[config.mk]
export PLATFORM = sky130hd
export DESIGN_NAME = uart_irq_ctrl
export DESIGN_NICKNAME = d
export VERILOG_FILES = /design/src/rtl/uart_irq_pkg.sv /design/src/rtl/uart_irq_live.sv /design/src/rtl/uart_irq_sticky.sv /design/src/rtl/uart_irq_regs.sv /design/src/rtl/uart_irq_ctrl.sv
export SDC_FILE = /design/constraint.sdc
export NUM_CORES = 1
export LEC_CHECK = 0
export CORE_MARGIN = 1
export CORE_UTILIZATION = 40
export CTS_BUF_LIST = sky130_fd_sc_hd__clkbuf_4 sky130_fd_sc_hd__clkbuf_8 sky130_fd_sc_hd__clkbuf_16
export DETAILED_ROUTE_END_ITERATION = 7
export HOLD_SLACK_MARGIN = 0.12
export MAX_ROUTING_LAYER = met4
export PLACE_DENSITY = 0.82
export SYNTH_ARGS = -nofsm -noshare
export SYNTH_HDL_FRONTEND = slang
export SYNTH_SLANG_ARGS = --single-unit
export TNS_END_PERCENT = 20
[constraint.sdc]
create_clock -name clk_i -period 1.9 [get_ports clk_i]
set_input_delay 0.38 -clock clk_i [delete_from_list [all_inputs] [get_ports clk_i]]
set_output_delay 0.38 -clock clk_i [all_outputs]
set_load 0.005 [all_outputs]
[src/rtl/uart_irq_pkg.sv]
package uart_irq_pkg;
  localparam int unsigned ADDR_W   = 4;
  localparam int unsigned LIVE_W   = 14;
  localparam int unsigned STICKY_W = 13;

  // live status positions
  localparam int unsigned LB_RX_TRIG  = 0;
  localparam int unsigned LB_RX_EMPTY = 1;
  localparam int unsigned LB_RX_FULL  = 2;
  localparam int unsigned LB_TX_EMPTY = 3;
  localparam int unsigned LB_TX_FULL  = 4;
  localparam int unsigned LB_TX_TRIG  = 13;

  // sticky status positions (bits 4:0 mirror live)
  localparam int unsigned SB_RX_OVR  = 5;
  localparam int unsigned SB_FRAME   = 6;
  localparam int unsigned SB_PARITY  = 7;
  localparam int unsigned SB_TIMEOUT = 8;
  localparam int unsigned SB_MODEM   = 9;
  localparam int unsigned SB_TX_TRIG = 10;
  localparam int unsigned SB_TX_OVF  = 12;

  localparam logic [STICKY_W-1:0] STICKY_VALID = 13'h17FF;

  typedef enum logic [ADDR_W-1:0] {
    A_IRQ_SET = 4'h0,
    A_IRQ_CLR = 4'h1,
    A_MASK    = 4'h2,
    A_STICKY  = 4'h3,
    A_LIVE    = 4'h4,
    A_RX_LVL  = 4'h5,
    A_TX_LVL  = 4'h6
  } reg_addr_e;

  typedef struct packed {
    logic tx_ovf;
    logic modem_chg;
    logic rx_timeout;
    logic parity_err;
    logic frame_err;
    logic rx_ovr;
  } evt_t;
endpackage

[src/rtl/uart_irq_live.sv]
module uart_irq_live
  import uart_irq_pkg::*;
#(
  parameter int unsigned FIFO_DEPTH = 64,
  parameter int unsigned CNT_W      = 7
) (
  input  logic [1:0][CNT_W-1:0] cnt_i,  // [0] rx, [1] tx
  input  logic [1:0][CNT_W-1:0] lvl_i,
  output logic [LIVE_W-1:0]     live_o
);
  localparam logic [CNT_W-1:0] FULL_CNT = CNT_W'(FIFO_DEPTH);

  logic [1:0] empty, full, trig;

  for (genvar d = 0; d < 2; d++) begin : g_dir
    assign empty[d] = (cnt_i[d] == '0);
    assign full[d]  = (cnt_i[d] == FULL_CNT);
    assign trig[d]  = (cnt_i[d] >= lvl_i[d]);
  end

  always_comb begin
    live_o              = '0;
    live_o[LB_RX_TRIG]  = trig[0];
    live_o[LB_RX_EMPTY] = empty[0];
    live_o[LB_RX_FULL]  = full[0];
    live_o[LB_TX_EMPTY] = empty[1];
    live_o[LB_TX_FULL]  = full[1];
    live_o[LB_TX_TRIG]  = trig[1];
  end
endmodule

[src/rtl/uart_irq_sticky.sv]
module uart_irq_sticky
  import uart_irq_pkg::*;
(
  input  logic                clk_i,
  input  logic                rst_ni,
  input  logic [LIVE_W-1:0]   live_i,
  input  evt_t                evt_i,
  input  logic                set_we_i,
  input  logic                clr_we_i,
  input  logic                ack_we_i,
  input  logic [STICKY_W-1:0] wdata_i,
  output logic [STICKY_W-1:0] mask_o,
  output logic [STICKY_W-1:0] sticky_o
);
  logic [STICKY_W-1:0] set_word, sticky_d, sticky_q, mask_d, mask_q;

  always_comb begin
    set_word             = '0;
    set_word[4:0]        = live_i[4:0];
    set_word[SB_TX_TRIG] = live_i[LB_TX_TRIG];
    set_word[SB_RX_OVR]  = evt_i.rx_ovr;
    set_word[SB_FRAME]   = evt_i.frame_err;
    set_word[SB_PARITY]  = evt_i.parity_err;
    set_word[SB_TIMEOUT] = evt_i.rx_timeout;
    set_word[SB_MODEM]   = evt_i.modem_chg;
    set_word[SB_TX_OVF]  = evt_i.tx_ovf;
  end

  // set sources take priority over a same-cycle clear
  assign sticky_d = (sticky_q & ~(ack_we_i ? wdata_i : '0)) | set_word;

  always_comb begin
    mask_d = mask_q;
    if (set_we_i)      mask_d = mask_q | (wdata_i & STICKY_VALID);
    else if (clr_we_i) mask_d = mask_q & ~wdata_i;
  end

  always_ff @(posedge clk_i or negedge rst_ni) begin
    if (!rst_ni) begin
      sticky_q <= '0;
      mask_q   <= '0;
    end else begin
      sticky_q <= sticky_d;
      mask_q   <= mask_d;
    end
  end

  assign mask_o   = mask_q;
  assign sticky_o = sticky_q;


  live_latch_chk: assert property (@(posedge clk_i) disable iff (!rst_ni)
    (live_i[4:0] != '0) |=> ((sticky_q[4:0] & $past(live_i[4:0])) == $past(live_i[4:0])));

  tx_trig_latch_chk: assert property (@(posedge clk_i) disable iff (!rst_ni)
    live_i[LB_TX_TRIG] |=> sticky_q[SB_TX_TRIG]);

  evt_set_chk: assert property (@(posedge clk_i) disable iff (!rst_ni)
    (evt_i != '0) |=> (sticky_q[SB_RX_OVR] || !$past(evt_i.rx_ovr)) && (sticky_q[SB_TX_OVF] || !$past(evt_i.tx_ovf)));

  spare_bit_chk: assert property (@(posedge clk_i) disable iff (!rst_ni) !sticky_q[11]);

  w1c_chk: assert property (@(posedge clk_i) disable iff (!rst_ni)
    ack_we_i |=> ((sticky_q & $past(wdata_i & ~set_word)) == '0));

  mask_set_chk: assert property (@(posedge clk_i) disable iff (!rst_ni)
    set_we_i |=> ((mask_q & $past(wdata_i & STICKY_VALID)) == $past(wdata_i & STICKY_VALID)));

  mask_clr_chk: assert property (@(posedge clk_i) disable iff (!rst_ni)
    (clr_we_i && !set_we_i) |=> ((mask_q & $past(wdata_i)) == '0));

  mask_hold_chk: assert property (@(posedge clk_i) disable iff (!rst_ni)
    (!set_we_i && !clr_we_i) |=> $stable(mask_q));
endmodule

[src/rtl/uart_irq_regs.sv]
module uart_irq_regs
  import uart_irq_pkg::*;
#(
  parameter int unsigned DATA_W   = 32,
  parameter int unsigned CNT_W    = 7,
  parameter int unsigned TRIG_RST = 32
) (
  input  logic                  clk_i,
  input  logic                  rst_ni,
  input  logic                  we_i,
  input  logic [ADDR_W-1:0]     addr_i,
  input  logic [DATA_W-1:0]     wdata_i,
  input  logic [STICKY_W-1:0]   mask_i,
  input  logic [STICKY_W-1:0]   sticky_i,
  input  logic [LIVE_W-1:0]     live_i,
  output logic                  set_we_o,
  output logic                  clr_we_o,
  output logic                  ack_we_o,
  output logic [STICKY_W-1:0]   wbits_o,
  output logic [1:0][CNT_W-1:0] lvl_o,
  output logic [DATA_W-1:0]     rdata_o
);
  localparam logic [CNT_W-1:0] LVL_RST = CNT_W'(TRIG_RST);

  logic [1:0][CNT_W-1:0] lvl_q;
  logic [1:0]            lvl_we;
  logic                  unused_wdata;

  assign set_we_o = we_i && (addr_i == A_IRQ_SET);
  assign clr_we_o = we_i && (addr_i == A_IRQ_CLR);
  assign ack_we_o = we_i && (addr_i == A_STICKY);
  assign wbits_o  = wdata_i[STICKY_W-1:0];
  assign lvl_we[0] = we_i && (addr_i == A_RX_LVL);
  assign lvl_we[1] = we_i && (addr_i == A_TX_LVL);
  assign unused_wdata = ^wdata_i;

  for (genvar d = 0; d < 2; d++) begin : g_lvl
    always_ff @(posedge clk_i or negedge rst_ni) begin
      if (!rst_ni)        lvl_q[d] <= LVL_RST;
      else if (lvl_we[d]) lvl_q[d] <= wdata_i[CNT_W-1:0];
    end


    lvl_hold_chk: assert property (@(posedge clk_i) disable iff (!rst_ni)
      !lvl_we[d] |=> $stable(lvl_q[d]));
  end

  assign lvl_o = lvl_q;

  always_comb begin
    unique case (addr_i)
      A_MASK:   rdata_o = DATA_W'(mask_i);
      A_STICKY: rdata_o = DATA_W'(sticky_i);
      A_LIVE:   rdata_o = DATA_W'(live_i);
      A_RX_LVL: rdata_o = DATA_W'(lvl_q[0]);
      A_TX_LVL: rdata_o = DATA_W'(lvl_q[1]);
      default:  rdata_o = '0;
    endcase
  end
endmodule

[src/rtl/uart_irq_ctrl.sv]
module uart_irq_ctrl
  import uart_irq_pkg::*;
#(
  parameter int unsigned FIFO_DEPTH = 64,
  parameter int unsigned DATA_W     = 32,
  parameter int unsigned TRIG_RST   = 32,
  parameter int unsigned CNT_W      = $clog2(FIFO_DEPTH + 1)
) (
  input  logic              clk_i,
  input  logic              rst_ni,
  input  logic [CNT_W-1:0]  rx_cnt_i,
  input  logic [CNT_W-1:0]  tx_cnt_i,
  input  logic              rx_ovr_i,
  input  logic              frame_err_i,
  input  logic              parity_err_i,
  input  logic              rx_timeout_i,
  input  logic              modem_chg_i,
  input  logic              tx_ovf_i,
  input  logic              reg_we_i,
  input  logic [3:0]        reg_addr_i,
  input  logic [DATA_W-1:0] reg_wdata_i,
  output logic [DATA_W-1:0] reg_rdata_o,
  output logic              irq_o
);
  logic [1:0][CNT_W-1:0] cnt, lvl;
  logic [LIVE_W-1:0]     live;
  logic [STICKY_W-1:0]   mask, sticky, wbits;
  logic                  set_we, clr_we, ack_we, irq_q;
  evt_t                  evt;

  assign cnt[0] = rx_cnt_i;
  assign cnt[1] = tx_cnt_i;
  assign evt    = '{tx_ovf: tx_ovf_i, modem_chg: modem_chg_i, rx_timeout: rx_timeout_i,
                    parity_err: parity_err_i, frame_err: frame_err_i, rx_ovr: rx_ovr_i};

  uart_irq_live #(.FIFO_DEPTH(FIFO_DEPTH), .CNT_W(CNT_W)) u_live (
    .cnt_i (cnt),
    .lvl_i (lvl),
    .live_o(live)
  );

  uart_irq_regs #(.DATA_W(DATA_W), .CNT_W(CNT_W), .TRIG_RST(TRIG_RST)) u_regs (
    .clk_i   (clk_i),
    .rst_ni  (rst_ni),
    .we_i    (reg_we_i),
    .addr_i  (reg_addr_i),
    .wdata_i (reg_wdata_i),
    .mask_i  (mask),
    .sticky_i(sticky),
    .live_i  (live),
    .set_we_o(set_we),
    .clr_we_o(clr_we),
    .ack_we_o(ack_we),
    .wbits_o (wbits),
    .lvl_o   (lvl),
    .rdata_o (reg_rdata_o)
  );

  uart_irq_sticky u_sticky (
    .clk_i   (clk_i),
    .rst_ni  (rst_ni),
    .live_i  (live),
    .evt_i   (evt),
    .set_we_i(set_we),
    .clr_we_i(clr_we),
    .ack_we_i(ack_we),
    .wdata_i (wbits),
    .mask_o  (mask),
    .sticky_o(sticky)
  );

  always_ff @(posedge clk_i or negedge rst_ni) begin
    if (!rst_ni) irq_q <= 1'b0;
    else         irq_q <= |(mask & sticky);
  end

  assign irq_o = irq_q;


  irq_follow_chk: assert property (@(posedge clk_i) disable iff (!rst_ni)
    irq_o == $past(|(mask & sticky)));

  full_empty_excl_chk: assert property (@(posedge clk_i) disable iff (!rst_ni)
    !(live[LB_RX_FULL] && live[LB_RX_EMPTY]) && !(live[LB_TX_FULL] && live[LB_TX_EMPTY]));
endmodule

; Word level (Yosys, flattened, before mapping)
; Index checks and enable logic that the tools add are counted.
[word_totals]
register_bits = 41
in_bits = 59
output_inout_bits = 33
word_cells = 36
[classes]
magnitude_cmp = 2
eq_ne = 8
n_mux = 4
n_bitwise = 7
n_reduce_logical = 10
[op_table]
columns = op, count
row1 = case mux 14 bit (5 select lines), 1
row2 = AND 13 bit, 3
row3 = 2-to-1 mux 13 bit, 3
row4 = NOT 13 bit, 2
row5 = bitwise OR 13 bit, 2
row6 = "equality test 7 bit, second input constant", 2
row7 = greater-or-equal comparator 7 bit, 2
row8 = zero test 7 bit, 2
row9 = OR reduction 13 bit, 1
row10 = "equality test 4 x 3 -> 1 bit, second input constant", 3
row11 = "equality test 4 x 2 -> 1 bit, second input constant", 2
row12 = logical AND 1 bit, 5
row13 = "equality test 4 x 1 -> 1 bit, second input constant", 1
row14 = zero test 4 bit, 1
row15 = nonzero test 2 bit, 1

; Logic depth before layout (Yosys ltp)
; Gate-level depths: netlist of run 1.
[depth]
ltp_word = 6
mapped_depth = 6
depth_no_buf = 6

; Modules after synthesis
; From an unflattened synthesis of run 1, not the netlist that was laid out.
[unflattened]
cells_unflattened = 282
hier_area_um2 = 2860.2
[by_module_without_submodules]
columns = mod, instances, cells_each, area_per_inst_um2, seq_area_each_um2
row1 = uart_irq_regs, 1, 129, 1320.0, 352.8
row2 = uart_irq_sticky, 1, 80, 978.4, 650.6
row3 = uart_irq_live, 1, 64, 475.5, 0.0
row4 = uart_irq_ctrl, 1, 9, 86.3, 25.0

; Worst setup path before layout of run 1
; No wires, ideal clock.
[synth_path]
path_type = in2out
from = input reg_addr_i[0]
to = output reg_rdata_o[1]
arrival_time_ps = 1467
required_ps = 1520
slack_ps = 53
path_stages = 4
path_buffers = 1
path_cell_list = buf_6 -> or4b_4 -> or3_1 -> nand3_1
[synth_between]
elab_chain_len = 2
elab_cells_between_ends = 6
cone_classes = eq/ne (5) / mux (1)
[synth_lines]
columns = item, line_no
row1 = start: declaration, uart_irq_ctrl.sv:20  ; input logic [3:0] reg_addr_i,
row2 = equality test 4 x 3 -> 1 bit or equality test 4 x 2 -> 1 bit (tied branches), uart_irq_regs.sv:51  ; unique case (addr_i)
row3 = case mux 14 bit (5 select lines) *, uart_irq_regs.sv:51
row4 = end: declaration, uart_irq_ctrl.sv:22  ; output logic [DATA_W-1:0] reg_rdata_o,
; Mark *: on every way between the ends. The rest lies on a longest branch, timed or not.

; Final worst setup path of run 1
; Ends and elaborated chain as after synthesis.

==> impl_metrics.csv, run 1 <==
group,metric,value,unit
layout,fin_util,62.1,%
yosys,yosys.cell_types.count,39,
clock_tree,htreeDepth,2,
worst_setup_path,cp_max_fo,3,
worst_setup_path,cpMaxStageDelayCell,"or4b_4",
floorplan,core_area,5920,um2
global_route,grt_max_degree,42,
yosys,ys_seq_area_share,42.0,%
clock_tree,clk_pin_slew,80,ps
detailed_routing,first_iter_violations,188,
floorplan,die_area,6440,um2
layout,layout-drive-gt1-share,36.9,%
sta,slew_viol_final,0,
sta,fmax,470,MHz
yosys,synth_area,2450,um2
floorplan,rows,28,
clock_tree,root_buffer,"clkbuf_8",
sta,setup_slack,-230,ps
yosys,synth_top_area_share,39.9,%
floorplan,boundaryPins,92,
yosys,synthMostInstantiatedCell,"nand2_1",
power,vdd_drop_max,0.354,mV
sta,skew,6.93,ps
layout,n_antenna_cell,0,
yosys,syn_avg_cell_area,9.79,um2
sta,setup_tns,-1230,ps
clock_tree,clockBufferDepth,2,
sta,tightest_slew,517,ps
clock_tree,clk_latency,290,ps
layout,fin_nets,435,
worst_setup_path,path_class,"input port to output pin",
detailed_routing,via_count,2369,
floorplan,start_util,41.3,%
worst_setup_path,slowest_delay,570,ps
detailed_routing,vias_per_cell,5.41,
yosys,ys_top_cells_by_area,"dfrtp_1 (40%), ha_1 (7.2%), mux2_2 (6.4%)",
placement,dp_hpwl,4960,um
sta,hold_viol_final,0,
layout,fillers,467,
sta,fin_crit_sh,112,%
run_status,status,"finished, violations left",
clock_tree,cts.sinks,41,
yosys,synth_common_cells,"nand2_1 (41), dfrtp_1 (39), buf_4 (18)",
detailed_routing,drc,0,
worst_setup_path,path_delay_family,"simple AND/OR/NAND/NOR gates",
layout,area_growth,50.2,%
worst_setup_path,arrival,1750,ps
worst_setup_path,worst_path_most_repeated_cell,"buf_6",
sta,relSlewSlack,65.5,%
yosys,synth_top_area_cell,"dfrtp_1",
min_path,hp-class,"input port to async pin",
global_route,grt_overflow,0,
worst_setup_path,startpoint_type,"input port",
placement,gp_congestion,0.821,
run_status,violations,"setup timing",
floorplan,fp.dieW,80.2,um
yosys,synth_ff_type,"dfrtp_1",
yosys,async_reset_ff_share,100,%
yosys,synth_cells,250,
detailed_routing,wl_per_cell,16.2,um
detailed_routing,postRouteAntennaNets,0,
clock_tree,hold_buffers,0,
run,maxCapViolations,0,
power,leakage,1.72,nW
global_route,grt_pass1_vias,2399,
placement,io_buffer_count,54,
global_route,grt_usage,23.7,%
yosys,ys_ff_latch,41,
sta,period_minus_slack,2130,ps
power,power_density,734,nW/um2
worst_setup_path,crit_buf_inv,3,
worst_setup_path,crit_chain,"buf_6 -> or4b_4 -> buf_6 -> or3_4 -> nand3_2 -> buf_2",
worst_setup_path,worstSetupEndpointType,"output pin",
detailed_routing,routed_wirelength,7110,um
sta,finalSetupViolCount,9,
clock_tree,cts_buffers,5,
global_route,grt_pass1_wl,11200,um
sta,rsz0062_at_grt,"yes",
global_route,antenna_found_initial,0,
clock_tree,cts_tree,"done",
detailed_routing,dr.pass1.iters,5,
yosys,ys.warnings.count,0,
yosys,synth_edf_count,0,
floorplan,die_h,80.2,um
worst_setup_path,required,1520,ps
-- where the power goes --
group | total [W] | internal [W] | switching [W]
Sequential | 0.00114 | 0.00102 | 0.000115
Clock | 0.000634 | 0.000329 | 0.000306
Combinational | 0.000925 | 0.000529 | 0.000395
Total | 0.00270 | 0.00188 | 0.000816
-- logic make-up after synthesis --
| logic type | Yosys count | share of synthesized area, % |
|---|---|---|
| multiplexers | 14 | 6.44 |
| flip-flops | 41 | 42.0 |
| other | 1 | 0.153 |
| AND/OR/NAND/NOR | 76 | 16.1 |
| adder cells (fa/ha/maj) | 14 | 7.16 |
| buffers and inverters | 41 | 9.61 |
| AO/OA/AOI/OAI | 63 | 18.6 |
-- through the flow --
step / hold WS [ps] / instances / cell area [um2] / power, W / setup WS (ps)
finish: 136 / 438 / 3680 / 0.00270 / -230
global route: 183 / 438 / 3680 / 0.00284 / -326
CTS: 155 / 441 / 3670 / 0.00268 / -304
detailed placement: 469 / 411 / 3290 / 0.00189 / -853
global placement: 473 / 411 / 3290 / 0.00185 / -840
floorplan: 84.4 / 267 / 2510 / 0.00150 / 53.5
-- what timing repair did --
item	in CTS	in global routing
buffers inserted	22	2
endpoints found under the hold margin	0	0
endpoints found under the setup margin	14	15
pin swaps	25	15
gates cloned	1	0
gates resized for setup	118	14
-- metal layers --
metal | global-route usage (%) | wire (um) | vias up
met5 | - | 0 | -
met4 | 6.61 | 141 | 0
met3 | 4.55 | 418 | 17
met2 | 41.3 | 3580 | 97
met1 | 28.0 | 2960 | 1163
li1 | - | - | 1092
-- worst paths after layout --
check                                 start  slack [ps]                    end  cells past startpoint
min in group clk_i              tx_cnt_i[6]         420   u_sticky.sticky_o[3]                      3
max in group asynchronous            rst_ni        1390       u_regs.lvl_o[12]                      2
min reg2reg                            flop         510                   flop                      2
max                           reg_addr_i[0]        -230         reg_rdata_o[1]                      6
min                                  rst_ni         140        u_regs.lvl_o[7]                      2
max reg2reg                u_regs.lvl_o[12]         140  u_sticky.sticky_o[10]                      9
-- cell usage in the layout, fill, tap and decap left out, types with 13 or more instances in the layout --
cell type / netlist / layout
nand2_1: 41 / 41
clkdlybuf4s50_1: 0 / 22
conb_1: 1 / 18
buf_6: 1 / 17
mux2_2: 14 / 14
buf_4: 18 / 44
dfrtp_1: 39 / 39
buf_2: 5 / 13
a22oi_1: 16 / 14
-- layout make-up --
class | instances | area (um2) | area share (%)
Clock buffer | 7 | 96.3 | 2.62
Sequential cell | 41 | 1030 | 28.0
Timing Repair Buffer | 114 | 976 | 26.5
Inverter | 15 | 56.3 | 1.53
Clock inverter | 1 | 5.00 | 0.136
Tap cell | 75 | 93.8 | 2.55
Multi-Input combinational cell | 185 | 1420 | 38.6
(Power assumes the default switching activity.)
==> inputs of run 2 (changes only) <==
Settings changed: CORE_UTILIZATION 40 to 48, PLACE_DENSITY 0.82 to 0.91.
Clock period 1.9 ns to 2.6 ns, I/O delays scaled along.
==> run 2 against run 1 <==
Net effect: the run still ends with setup timing left; register-to-register slack improved by 730 ps; combinational power decreased by 40%; clock power decreased by 32%; hold slack improved by 220 ps; first-iteration DRC count is 52% higher; core utilization rose by 9.8 points; sequential cell count is the same; wire length increased by 6.5%; clock-buffer cell count unchanged; critical path depth is the same; die area fell by 16%; total power is 32% lower; largest cell class unchanged.
==> impl_metrics.csv, run 2 (synthesis results as in run 1) <==
group,metric,value,unit
run_status,status,"finished, violations left",
run_status,violations,"setup timing",
sta,finalSetupViolCount,1,
detailed_routing,via_count,2401,
run,maxCapViolations,0,
detailed_routing,first_iter_violations,285,
power,leakage,1.63,nW
detailed_routing,dr.pass1.iters,5,
layout,layout_common_cells,"nand2_1 (41), dfrtp_1 (39), clkdlybuf4s50_1 (28)",
sta,rsz0062_at_grt,"yes",
power,vdd_drop_max,0.371,mV
power,power_density,530,nW/um2
floorplan,boundaryPins,92,
placement,place_inst,383,
worst_setup_path,crit_buf_inv,3,
floorplan,fp.dieW,73.4,um
layout,layout-drive-gt1-share,24.6,%
placement,io_buffer_count,54,
sta,setup_slack,-40.0,ps
layout,fin_cells,404,
placement,gp_congestion,0.896,
clock_tree,clk_pin_slew,70,ps
sta,period_minus_slack,2640,ps
worst_setup_path,startpoint_type,"input port",
detailed_routing,wl_per_cell,18.7,um
worst_setup_path,cpMaxStageDelayCell,"or4b_4",
detailed_routing,routed_wirelength,7570,um
worst_setup_path,path_delay_family,"simple AND/OR/NAND/NOR gates",
worst_setup_path,crit_chain,"dlygate4sd2_1 -> or4b_4 -> buf_6 -> or3_1 -> nand3_1 -> buf_2",
layout,final_common_cell,"nand2_1",
detailed_routing,drc,0,
sta,fmax,379,MHz
global_route,grt_pass1_wl,11500,um
min_path,hp-class,"input port to async pin",
placement,dpl_worst_slack,-420,ps
sta,setup_tns,-40.0,ps
global_route,grt_max_degree,42,
floorplan,die_h,73.4,um
sta,skew,2.92,ps
clock_tree,htreeDepth,2,
worst_setup_path,arrival,2120,ps
floorplan,die_area,5390,um2
layout,area_growth,41.6,%
worst_setup_path,required,2080,ps
global_route,grt_overflow,0,
sta,slew_viol_final,0,
sta,fin_crit_sh,102,%
clock_tree,cts_buffers,5,
global_route,grt_usage,30.3,%
worst_setup_path,path_class,"input port to output pin",
layout,fin_nets,410,
clock_tree,cts.sinks,41,
floorplan,core_area,4820,um2
clock_tree,root_buffer,"clkbuf_8",
clock_tree,cts_tree,"done",
worst_setup_path,worstSetupEndpointType,"output pin",
worst_setup_path,cp_max_fo,3,
placement,dp_hpwl,4680,um
clock_tree,clk_latency,290,ps
sta,relSlewSlack,38.1,%
global_route,grt_pass1_vias,2378,
layout,n_antenna_cell,0,
sta,hold_viol_final,0,
worst_setup_path,slowest_delay,590,ps
detailed_routing,postRouteAntennaNets,0,
floorplan,start_util,50.8,%
sta,tightest_slew,929,ps
clock_tree,clockBufferDepth,2,
detailed_routing,vias_per_cell,5.94,
floorplan,rows,25,
global_route,antenna_found_initial,0,
-- run 2: changes by cell type in the layout (fill, tap and decap cells not counted), moves of 4 or more --
cell and change:
clkdlybuf4s50_1 +6, buf_4 -17, dlymetal6s2s_1 +4, buf_2 -10
dlygate4sd2_1 +5, buf_6 -11
-- run 2: power by group --
group / total [W] / leakage (nW) / internal (W) / switching (W)
Combinational: 0.000558 / 1.10 / 0.000299 / 0.000259
Sequential: 0.000849 / 0.480 / 0.000748 / 0.000101
Clock: 0.000431 / 0.0477 / 0.000221 / 0.000210
-- run 2: repair_timing --
| action | in CTS | in global routing |
|---|---|---|
| hold buffers | 0 | 0 |
| endpoints found under the setup margin | 14 | 4 |
| pin swaps | 9 | 10 |
| resized for setup | 41 | 16 |
| buffers inserted | 10 | 4 |
| cloned | 0 | 0 |
| hold endpoints to repair | 0 | 0 |
-- run 2: worst paths after layout --
path,from,end,slack (ps),depth (start not counted)
setup / recovery,reg_addr_i[1],reg_rdata_o[1],-40,6
hold / removal,rst_ni,async pin,360,1
setup reg to reg,u_regs.lvl_o[12],u_sticky.sticky_o[10],870,7
hold reg to reg,u_sticky.sticky_o[9],u_sticky.sticky_o[9],530,1
max in group asynchronous,rst_ni,u_sticky.sticky_o[9],1660,1
min in group clk_i,u_sticky.sticky_o[9],u_sticky.sticky_o[9],530,1
-- run 2: area by class of cell --
cell class	count	area, um2
repair buffers	89	827
inverters	15	56.3
fillers	326	1350
clock buffers	7	90.1
well taps	67	83.8
multi-input cells	185	1380
flip-flops and latches	41	1030
-- run 2: routing by layer --
metal | global-route usage, % | vias to the layer above | share of wire (%)
met1 | 34.7 | 1152 | 37
met3 | 7.82 | 44 | 7.8
met2 | 48.6 | 167 | 50
li1 | - | 1038 | -
met5 | - | - | 0
met4 | 16.5 | 0 | 5.1
-- run 2: metrics by stage --
step                      power, W  instance area (um2)  hold WS, ps  util, %
after floorplan            0.00109                 2510          224        -
after global placement     0.00128                 3130          485     64.9
after detailed placement   0.00131                 3130          492     64.9
after CTS                  0.00176                 3340          374     69.4
after global routing       0.00194                 3460          428     71.9
final                      0.00184                 3460          360     71.9
==> inputs of run 3 (changes only) <==
Settings changed: CORE_MARGIN 1 to 2.
==> run 3 against run 2 <==
Net effect: the run now ends clean; worst setup slack gained 83 ps; sequential cell count is the same; via count shrank 6.4%; critical path type unchanged; largest cell class unchanged; largest power group unchanged.
==> impl_metrics.csv, run 3 (synthesis results as in run 1) <==
group,metric,value,unit
layout,finalInstanceArea,3400,um2
detailed_routing,vias_per_cell,5.55,
worst_setup_path,crit_chain,"dlygate4sd2_1 -> or4b_4 -> buf_6 -> or3_1 -> nand3_1 -> buf_2",
detailed_routing,dr.pass1.iters,4,
power,internal_power,0.00136,W
global_route,grt_max_degree,42,
layout,fin_nets,410,
worst_setup_path,cp.depth,6,
detailed_routing,routed_wirelength,6870,um
floorplan,die_h,75.4,um
sta,tightest_slew,905,ps
layout,layout-drive-gt1-share,24.0,%
layout,final_common_cell,"nand2_1",
floorplan,start_util,50.8,%
global_route,grt_overflow,0,
global_route,grt_pass1_wl,11200,um
global_route,met3_usage,5.56,%
detailed_routing,first_iter_violations,167,
power,seqPwrFrac,43.7,%
clock_tree,cts_tree,"done",
global_route,busiest_layer,"met2",
sta,relSlewSlack,39.6,%
global_route,grt_usage,27.2,%
worst_setup_path,path_delay_family,"simple AND/OR/NAND/NOR gates",
worst_setup_path,r2r_end,"u_sticky.sticky_o[10]",
min_path,hp-class,"input port to async pin",
global_route,grt_pass1_vias,2362,
detailed_routing,postRouteAntennaNets,0,
sta,setup_slack,42.5,ps
run_status,status,"complete, no violations",
worst_setup_path,crit_buf_inv,3,
sta,finalSetupViolCount,0,
power,p_comb_share,29.1,%
floorplan,rows,25,
clock_tree,root_buffer,"clkbuf_8",
detailed_routing,wl_per_cell,17.0,um
placement,gp_congestion,0.870,
clock_tree,clockBufferDepth,2,
power,leakage,1.61,nW
sta,hold_viol_final,0,
power,vdd_drop_max,0.472,mV
worst_setup_path,reg2reg_slack,170,ps
layout,n_antenna_cell,0,
global_route,use_met1,32.6,%
worst_setup_path,arrival,2040,ps
clock_tree,clk_latency,310,ps
worst_setup_path,cpMaxStageDelayCell,"or4b_4",
floorplan,fp.dieW,75.4,um
worst_setup_path,crit_start,"reg_addr_i[3]",
detailed_routing,drc,0,
worst_setup_path,path_class,"input port to output pin",
global_route,use_met2,44.5,%
layout,fillers,355,
worst_setup_path,r2r_cells,14,
global_route,antenna_found_initial,0,
sta,slew_viol_final,0,
power,power,0.00193,W
power,swShare,29.6,%
placement,io_buffer_count,54,
detailed_routing,via_count,2248,
clock_tree,cts_buffers,5,
floorplan,core_area,4820,um2
sta,period_minus_slack,2560,ps
worst_setup_path,crit_path_end,"reg_rdata_o[3]",
floorplan,boundaryPins,92,
sta,setup_tns,0,ps
power,power_density,567,nW/um2
worst_setup_path,cp_max_fo,3,
placement,dpl_worst_slack,-442,ps
placement,placed_area,3110,um2
sta,fin_crit_sh,98.4,%
layout,area_growth,39.0,%
worst_setup_path,r2r_start,"u_regs.lvl_o[12]",
run,maxCapViolations,0,
power,p_switching,0.000571,W
placement,dp_hpwl,4770,um
worst_setup_path,slowest_delay,570,ps
clock_tree,htreeDepth,2,
power,pwr-share-clk,27.3,%
worst_setup_path,startpoint_type,"input port",
clock_tree,clk_pin_slew,90,ps
sta,fmax,391,MHz
clock_tree,cts.sinks,41,
sta,skew,11.0,ps
floorplan,die_area,5690,um2
worst_setup_path,worstSetupEndpointType,"output pin",
worst_setup_path,required,2080,ps
layout,layout_common_cells,"nand2_1 (41), dfrtp_1 (39), buf_4 (32)",
run 3: cell count changes in the layout (fill, tap and decap cells not counted), sizes merged:
cell / before / now
dlymetal6s2s: 5 / 4
clkinv: 0 / 1
bufinv: 0 / 1
clkdlybuf4s50: 28 / 31
dlygate4sd2: 17 / 14
run 3: how the worst min path moves through the flow:
stage                                     from              endpoint  slack, ps  depth (start not counted)
after floorplan                         rst_ni             async pin        220                          0
after global placement                    flop                  flop        490                          2
after global routing                    rst_ni       u_regs.lvl_o[1]        410                          1
after detailed placement  u_sticky.sticky_o[9]  u_sticky.sticky_o[9]        500                          1
after CTS                               rst_ni       u_regs.lvl_o[6]        370                          1
final                                   rst_ni             async pin        350                          1
run 3: what timing repair did:
item                                    in CTS  in global routing
setup buffers                               15                  0
gates resized for setup                     37                 10
pin swaps                                    9                  7
hold buffers                                 0                  0
endpoints found under the setup margin      14                  5
run 3: area by class of cell:
class	count	area [um2]	area share, %
inverters	15	56.3	1.66
flip-flops and latches	41	1030	30.2
well taps	67	83.8	2.46
multi-input cells	185	1330	39.0
clock buffers	6	76.3	2.24
clock inverters	2	35.0	1.03
repair buffers	89	796	23.4
run 3: routing by layer:
layer  up-vias  wire length [um]
met5         -                 0
met4         0               168
met3        17               439
met2       103              3550
met1      1090              2710
li1       1038                 -
run 3: through the flow:
step           std cells  hold slack [ps]  utilization [%]
2_1_floorplan        267              224                -
3_3_place_gp         382              486             64.5
3_5_place_dp         382              503             64.5
4_1_cts              405              369             69.9
5_1_grt              405              413             70.6
6_report             405              346             70.6
run 3: power by group through the flow:
stage | combinational [W] | sequential (W) | clock [W]
final | 0.000560 | 0.000842 | 0.000526
after CTS | 0.000532 | 0.000836 | 0.000529
after detailed placement | 0.000463 | 0.000848 | 0
after floorplan | 0.000278 | 0.000817 | 0
after global placement | 0.000437 | 0.000840 | 0
after global routing | 0.000621 | 0.000855 | 0.000555
